==> config.mk <==
export PLATFORM = sky130hd
export DESIGN_NAME = simul_adc_capture
export DESIGN_NICKNAME = d
export VERILOG_FILES = /design/src/rtl/simcap_pkg.sv /design/src/rtl/cap_sequencer.sv /design/src/rtl/cap_lane.sv /design/src/rtl/cap_assembler.sv /design/src/rtl/simul_adc_capture.sv
export SDC_FILE = /design/constraint.sdc
export NUM_CORES = 1
export LEC_CHECK = 0
export ABC_AREA = 1
export BUFFER_PORTS_ARGS = -buffer_cell sky130_fd_sc_hd__buf_2
export CAP_MARGIN = 20
export CORE_UTILIZATION = 52
export DETAILED_ROUTE_END_ITERATION = 10
export PLACE_DENSITY = 0.76
export SYNTH_ARGS = -nofsm -noshare
export SYNTH_HDL_FRONTEND = slang
export SYNTH_HIERARCHICAL = 1
export SYNTH_SLANG_ARGS = --single-unit
==> constraint.sdc <==
create_clock -name clk -period 1.9 [get_ports clk]
set_input_delay 0.095 -clock clk [delete_from_list [all_inputs] [get_ports clk]]
set_output_delay 0.095 -clock clk [all_outputs]
set_load 0.02 [all_outputs]
==> src/rtl/simcap_pkg.sv <==
package simcap_pkg;
  typedef enum logic [1:0] {
    ST_IDLE = 2'd0,
    ST_CONV = 2'd1,
    ST_READ = 2'd2,
    ST_DONE = 2'd3
  } cap_state_e;
endpackage

==> src/rtl/cap_sequencer.sv <==
module cap_sequencer
  import simcap_pkg::*;
#(
  parameter int SAMPLE_W  = 16,
  parameter int CONV_WAIT = 100,
  parameter int START_PW  = 4,
  parameter int SCLK_HALF = 2
) (
  input  logic clk,
  input  logic rst_n,
  input  logic frame_start,
  output logic adc_cnv,
  output logic adc_cs_n,
  output logic adc_sclk,
  output logic sample_en,
  output logic load_en,
  output logic overrun
);
  localparam int CW_W = $clog2(CONV_WAIT + 1);
  localparam int PH_W = $clog2(2 * SCLK_HALF);
  localparam int BT_W = $clog2(SAMPLE_W + 1);
  localparam logic [CW_W-1:0] CW_LAST   = CW_W'(CONV_WAIT - 1);
  localparam logic [CW_W-1:0] PW_LEN    = CW_W'(START_PW);
  localparam logic [PH_W-1:0] PH_SAMPLE = PH_W'(SCLK_HALF - 1);
  localparam logic [PH_W-1:0] PH_HIGH   = PH_W'(SCLK_HALF);
  localparam logic [PH_W-1:0] PH_LAST   = PH_W'(2 * SCLK_HALF - 1);
  localparam logic [BT_W-1:0] BT_LAST   = BT_W'(SAMPLE_W - 1);
  localparam logic [BT_W-1:0] BT_FULL   = BT_W'(SAMPLE_W);

  cap_state_e      st;
  logic [CW_W-1:0] cnt;
  logic [PH_W-1:0] ph;
  logic [BT_W-1:0] bt;
  logic            ovr_q;

  // Named events used by the logic and the assertions
  logic start_acc;
  logic strobe_busy;
  logic period_end;
  assign start_acc   = frame_start && (st == ST_IDLE);
  assign strobe_busy = frame_start && (st != ST_IDLE);
  assign period_end  = (st == ST_READ) && (ph == PH_LAST);

  always_ff @(posedge clk or negedge rst_n) begin
    if (!rst_n) begin
      st  <= ST_IDLE;
      cnt <= '0;
      ph  <= '0;
      bt  <= '0;
    end else begin
      unique case (st)
        ST_IDLE: begin
          if (start_acc) begin
            st  <= ST_CONV;
            cnt <= '0;
          end
        end
        ST_CONV: begin
          if (cnt == CW_LAST) begin
            st <= ST_READ;
            ph <= '0;
            bt <= '0;
          end else begin
            cnt <= cnt + 1'b1;
          end
        end
        ST_READ: begin
          if (period_end) begin
            ph <= '0;
            if (bt == BT_LAST) st <= ST_DONE;
            else bt <= bt + 1'b1;
          end else begin
            ph <= ph + 1'b1;
          end
        end
        ST_DONE: st <= ST_IDLE;
        default: st <= ST_IDLE;
      endcase
    end
  end

  always_ff @(posedge clk or negedge rst_n) begin
    if (!rst_n)           ovr_q <= 1'b0;
    else if (strobe_busy) ovr_q <= 1'b1;
    else if (start_acc)   ovr_q <= 1'b0;
  end

  assign adc_cnv   = (st == ST_CONV) && (cnt < PW_LEN);
  assign adc_cs_n  = (st != ST_READ);
  assign adc_sclk  = (st == ST_READ) && (ph >= PH_HIGH);
  assign sample_en = (st == ST_READ) && (ph == PH_SAMPLE);
  assign load_en   = (st == ST_DONE);
  assign overrun   = ovr_q;

  // Observation counters for the assertions
  logic [CW_W-1:0] cnv_len;
  logic [BT_W-1:0] shifted;
  always_ff @(posedge clk or negedge rst_n) begin
    if (!rst_n) begin
      cnv_len <= '0;
      shifted <= '0;
    end else begin
      cnv_len <= adc_cnv ? cnv_len + 1'b1 : '0;
      if (start_acc)      shifted <= '0;
      else if (sample_en) shifted <= shifted + 1'b1;
    end
  end

  a_r2_cnv_width: assert property (@(posedge clk) disable iff (!rst_n)
    $fell(adc_cnv) |-> cnv_len == PW_LEN);
  a_r2_no_read_in_cnv: assert property (@(posedge clk) disable iff (!rst_n)
    adc_cnv |-> adc_cs_n);
  a_r3_bit_count: assert property (@(posedge clk) disable iff (!rst_n)
    load_en |-> shifted == BT_FULL);
  a_r9_sclk_quiet: assert property (@(posedge clk) disable iff (!rst_n)
    adc_cs_n |-> !adc_sclk);
  a_r8_overrun_set: assert property (@(posedge clk) disable iff (!rst_n)
    strobe_busy |=> overrun);
  a_r8_no_restart: assert property (@(posedge clk) disable iff (!rst_n)
    strobe_busy |=> !$rose(adc_cnv));
endmodule

==> src/rtl/cap_lane.sv <==
module cap_lane #(
  parameter int SAMPLE_W = 16
) (
  input  logic                clk,
  input  logic                rst_n,
  input  logic                sample_en,
  input  logic                sdo,
  output logic [SAMPLE_W-1:0] sample
);
  logic [SAMPLE_W-1:0] sreg;

  always_ff @(posedge clk or negedge rst_n) begin
    if (!rst_n)         sreg <= '0;
    else if (sample_en) sreg <= {sreg[SAMPLE_W-2:0], sdo};
  end

  assign sample = sreg;

  a_r3_msb_first: assert property (@(posedge clk) disable iff (!rst_n)
    sample_en |=> sample[0] == $past(sdo));
  a_r3_hold_shift: assert property (@(posedge clk) disable iff (!rst_n)
    !sample_en |=> $stable(sample));
endmodule

==> src/rtl/cap_assembler.sv <==
module cap_assembler #(
  parameter int NUM_CH   = 16,
  parameter int SAMPLE_W = 16
) (
  input  logic                                clk,
  input  logic                                rst_n,
  input  logic                                load_en,
  input  logic [NUM_CH*SAMPLE_W-1:0]          lane_bus,
  output logic [NUM_CH*(SAMPLE_W+1)-1:0]      hold_word,
  output logic                                word_ready
);
  localparam int SLOT_W = SAMPLE_W + 1;
  localparam int WORD_W = NUM_CH * SLOT_W;

  // Slot layout: sample on top, inverted LSB as the padding bit
  function automatic logic [SLOT_W-1:0] widen(input logic [SAMPLE_W-1:0] s);
    return {s, ~s[0]};
  endfunction

  logic [WORD_W-1:0] next_word;

  for (genvar c = 0; c < NUM_CH; c++) begin : g_slot
    assign next_word[(NUM_CH-1-c)*SLOT_W +: SLOT_W] =
      widen(lane_bus[c*SAMPLE_W +: SAMPLE_W]);
  end

  always_ff @(posedge clk or negedge rst_n) begin
    if (!rst_n) begin
      hold_word  <= '0;
      word_ready <= 1'b0;
    end else begin
      word_ready <= load_en;
      if (load_en) hold_word <= next_word;
    end
  end

  a_r6_ready_single: assert property (@(posedge clk) disable iff (!rst_n)
    word_ready |=> !word_ready);
  a_r6_ready_follows_load: assert property (@(posedge clk) disable iff (!rst_n)
    load_en |=> word_ready);
  a_r7_hold_stable: assert property (@(posedge clk) disable iff (!rst_n)
    !load_en |=> $stable(hold_word));
  a_r4_pad_bit: assert property (@(posedge clk) disable iff (!rst_n)
    word_ready |-> hold_word[0] != hold_word[1]);
endmodule

==> src/rtl/simul_adc_capture.sv <==
module simul_adc_capture #(
  parameter int NUM_CH    = 16,
  parameter int SAMPLE_W  = 16,
  parameter int CONV_WAIT = 100,
  parameter int START_PW  = 4,
  parameter int SCLK_HALF = 2
) (
  input  logic                           clk,
  input  logic                           rst_n,
  input  logic                           frame_start,
  input  logic [NUM_CH-1:0]              adc_sdo,
  output logic                           adc_cnv,
  output logic                           adc_cs_n,
  output logic                           adc_sclk,
  output logic [NUM_CH*(SAMPLE_W+1)-1:0] hold_word,
  output logic                           word_ready,
  output logic                           overrun
);
  logic                         sample_en;
  logic                         load_en;
  logic [NUM_CH*SAMPLE_W-1:0]   lane_bus;

  cap_sequencer #(
    .SAMPLE_W (SAMPLE_W),
    .CONV_WAIT(CONV_WAIT),
    .START_PW (START_PW),
    .SCLK_HALF(SCLK_HALF)
  ) i_seq (
    .clk        (clk),
    .rst_n      (rst_n),
    .frame_start(frame_start),
    .adc_cnv    (adc_cnv),
    .adc_cs_n   (adc_cs_n),
    .adc_sclk   (adc_sclk),
    .sample_en  (sample_en),
    .load_en    (load_en),
    .overrun    (overrun)
  );

  for (genvar c = 0; c < NUM_CH; c++) begin : g_lane
    cap_lane #(.SAMPLE_W(SAMPLE_W)) i_lane (
      .clk      (clk),
      .rst_n    (rst_n),
      .sample_en(sample_en),
      .sdo      (adc_sdo[c]),
      .sample   (lane_bus[c*SAMPLE_W +: SAMPLE_W])
    );
  end

  cap_assembler #(
    .NUM_CH  (NUM_CH),
    .SAMPLE_W(SAMPLE_W)
  ) i_asm (
    .clk       (clk),
    .rst_n     (rst_n),
    .load_en   (load_en),
    .lane_bus  (lane_bus),
    .hold_word (hold_word),
    .word_ready(word_ready)
  );

  a_r6_load_while_idle_pulse: assert property (@(posedge clk) disable iff (!rst_n)
    word_ready |-> adc_cs_n && !adc_cnv);
endmodule

==> flow_metrics.env <==
export IMPL_placed_cell_area_sq_mm=0.02422
export IMPL_yosysWarnings=6
export IMPL_ys_types=28
export IMPL_cts_num_sinks=546
export IMPL_maxCapViolCount=0
export IMPL_syn_area_sq_mm=0.02241
export IMPL_port_buffers=295
export IMPL_worstMarginPinSlew_ns=0.5235
export IMPL_cts_htree_levels=2
export IMPL_syn2layout_area_growth_pct=17.47
export IMPL_final_common_cell="nand2_1"
export IMPL_min_period_over_period_pct=99.10
export IMPL_pin_count=296
export IMPL_hold_path_class="input pin to flip-flop"
export IMPL_cts_buffers=55
export IMPL_pwr_share_seq_pct=43.8
export IMPL_power_density_mw_per_mm2=1352
export IMPL_skew_ns=0.01156
export IMPL_r2r_cells=8
export IMPL_coreArea_sq_mm=0.04223
export IMPL_multi_input_area_sq_mm=0.007426
export IMPL_max_freq_mhz=531.1
export IMPL_fill_cells=3488
export IMPL_critPathLaunch="i_seq/st[1]"
export IMPL_syn_inst=2404
export IMPL_clkLatencyLatePin_ns=0.59
export IMPL_p_leak_nw=15.17
export IMPL_rows=75
export IMPL_status="complete, no violations"
export IMPL_grt_ovfl_total=0
export IMPL_remaining_drc_errors=0
export IMPL_hold_viol_final=0
export IMPL_p_sw_mw=12.43
export IMPL_drt_initial_drc_count=1188
export IMPL_synth_fp_nets=2434
export IMPL_start_util_pct=53.06
export IMPL_power_switching_share_pct=34.93
export IMPL_dp_final_hpwl_um=31410
export IMPL_cts_tree="built"
export IMPL_fp_dieArea_sq_mm=0.04392
export IMPL_gp_congestion=0.8015
export IMPL_vias_per_cell=4.951
export IMPL_slew_violations=0
export IMPL_synth_area_per_cell_sq_um=9.321
export IMPL_grt_pass1_wl_um=79720
export IMPL_final_area_sq_mm=0.02632
export IMPL_rsz0062_at_grt="yes"
export IMPL_drive_gt1_share_pct=28.64
export IMPL_setup_viol=0
export IMPL_vias=16320
export IMPL_num_antenna_cells=0
export IMPL_first_pass_iters=5
export IMPL_startpoint_type="flip-flop"
export IMPL_grtUsageTotal_pct=22.32
export IMPL_postRouteAntennaNets=0
export IMPL_cp_max_fo=4
export IMPL_pwr_share_comb_pct=26.3
export IMPL_ys_seq_area_share_pct=60.98
export IMPL_synth_seq_cells=546
export IMPL_first_global_vias=16010
export IMPL_layout_common_cells="nand2_1 (1,310), dfrtp_1 (546), nand2_2 (320), buf_2 (292), clkbuf_16 (57)"
export IMPL_die_y_um=209.6
export IMPL_cp_end_kind="output port"
export IMPL_finalNetCount=2748
export IMPL_worstSetupPathType="flip-flop to output port"
export IMPL_vdd_drop_max_mv=0.8552
export IMPL_crit_arrival_ns=1.79
export IMPL_grt_max_degree=101
export IMPL_required_ns=1.80
export IMPL_clock_power_share_pct=29.9
export IMPL_wl_per_cell_um=14.60
export IMPL_min_period_ns=1.883
export IMPL_seq_area_sq_mm=0.01366
export IMPL_min_path_cells=4
export IMPL_path_clk_slew_ns=0.06
export IMPL_reg2reg_from="i_seq/st[1]"
export IMPL_final_util_pct=62.33
export IMPL_die_w_um=209.6
export IMPL_p_int_mw=23.15
export IMPL_antenna_found_initial=0
export IMPL_finalPower_mw=35.58
export IMPL_root_buffer="clkbuf_16"
export IMPL_tns_ns=0
export IMPL_routed_wl_um=48140
export IMPL_clockBufferDepth=3
export IMPL_slew_headroom_pct=65.10
export IMPL_hp_start="adc_sdo[14]"
## layer usage
layer  part of all wire [%]  routed length (um)  GRT usage (%)
met5                      0                   0              0
met2                     49               23440          36.74
met3                    4.9                2351          3.831
met4                    2.9                1377          8.180
met1                     44               20970          29.93
## final cells by class
cell class	count	share of cell area (%)
Sequential cell	546	51.91
Multi-Input combinational cell	1695	28.21
Timing Repair Buffer	368	9.284
Clock buffer	76	5.956
Tap cell	539	2.562
Inverter	52	1.250
Clock inverter	21	0.8224
## path summary, 6_finish.rpt
| kind | to | slack, ns |
|---|---|---|
| setup / recovery | adc_cnv | 0.02 |
| hold / removal | g_lane[14].i_lane/sample[0] | 0.23 |
| setup reg to reg | g_lane[4].i_lane/sample[0] | 0.12 |
| hold reg to reg | i_asm/hold_word[174] | 0.47 |
| max in group asynchronous | g_lane[3].i_lane/sample[10] | 0.65 |
| min in group asynchronous | g_lane[13].i_lane/sample[5] | 0.50 |
## state kept, by name, summed over array words and instances, names as in the netlist
signal,cells
i_seq/overrun,1
i_seq/ph,2
i_seq/bt,5
i_asm/word_ready,1
i_seq/st,2
i_seq/cnt,7
i_asm/hold_word,272
g_lane.i_lane/sample,256
## power groups by stage
stage / Clock [mW] / Sequential (mW) / Combinational [mW]
floorplan: 0 / 16.6 / 5.54
global route: 11.3 / 15.8 / 10.3
global placement: 0 / 15.6 / 8.89
CTS: 10.9 / 15.5 / 9.33
finish: 10.7 / 15.6 / 9.36
detailed placement: 0 / 15.7 / 9.18
## cells in the mapped netlist
cell type / count / area [sq um]
nand2_1: 1310 / 4917
dfrtp_1: 546 / 13660
nand2_2: 320 / 2002
buf_2: 49 / 245.2
buf_6: 41 / 461.7
inv_1: 33 / 123.9
nor2_1: 17 / 63.81
buf_12: 16 / 320.3
inv_8: 16 / 180.2
ha_1: 11 / 137.6
nand3_1: 9 / 45.04
nand4_1: 8 / 50.05
o21ai_0: 7 / 35.03
buf_4: 4 / 30.03
a21oi_1: 2 / 10.01
inv_2: 2 / 7.510
or2_2: 2 / 12.51
clkbuf_1: 1 / 3.750
inv_4: 1 / 6.260
nand2_4: 1 / 11.26
nand3_2: 1 / 10.01
nand3_4: 1 / 17.52
nand3b_1: 1 / 7.510
nor3_1: 1 / 5.000
o21ai_4: 1 / 16.27
or2_1: 1 / 6.260
or2_4: 1 / 8.760
xor2_1: 1 / 8.760
## critical path, cell delays in order, from the launching register on
cell     delay [ns]
dfrtp_1        0.40
inv_2          0.10
ha_4           0.15
buf_6          0.11
nand3_4        0.08
nor3_4         0.22
buf_6          0.15
## cell families after synthesis
family / share of synthesized area (%)
AND/OR/NAND/NOR: 31.94
flip-flops: 60.98
buffers and inverters: 6.154
adder cells (fa/ha/maj): 0.6142
AO/OA/AOI/OAI: 0.2736
XOR/XNOR: 0.03910
## repair_timing
item / in CTS / in global routing
pin swaps: 0 / 2
gates resized for setup: 8 / 11
hold buffers: 20 / 0
buffers inserted: 1 / 4
endpoints found under the setup margin: 2 / 3
endpoints found under the hold margin: 366 / 0
## through the flow
step                instances  setup slack, ns  hold slack (ns)
floorplan                2404          0.07606          -0.2006
global placement         3175           0.2346          0.03351
detailed placement       3175           0.1601          0.03304
CTS                      3293         -0.01138           0.2017
global route             3297         -0.04632           0.2535
finish                   3297          0.01711           0.2344
Note: power is estimated with default switching activity, not from simulation.
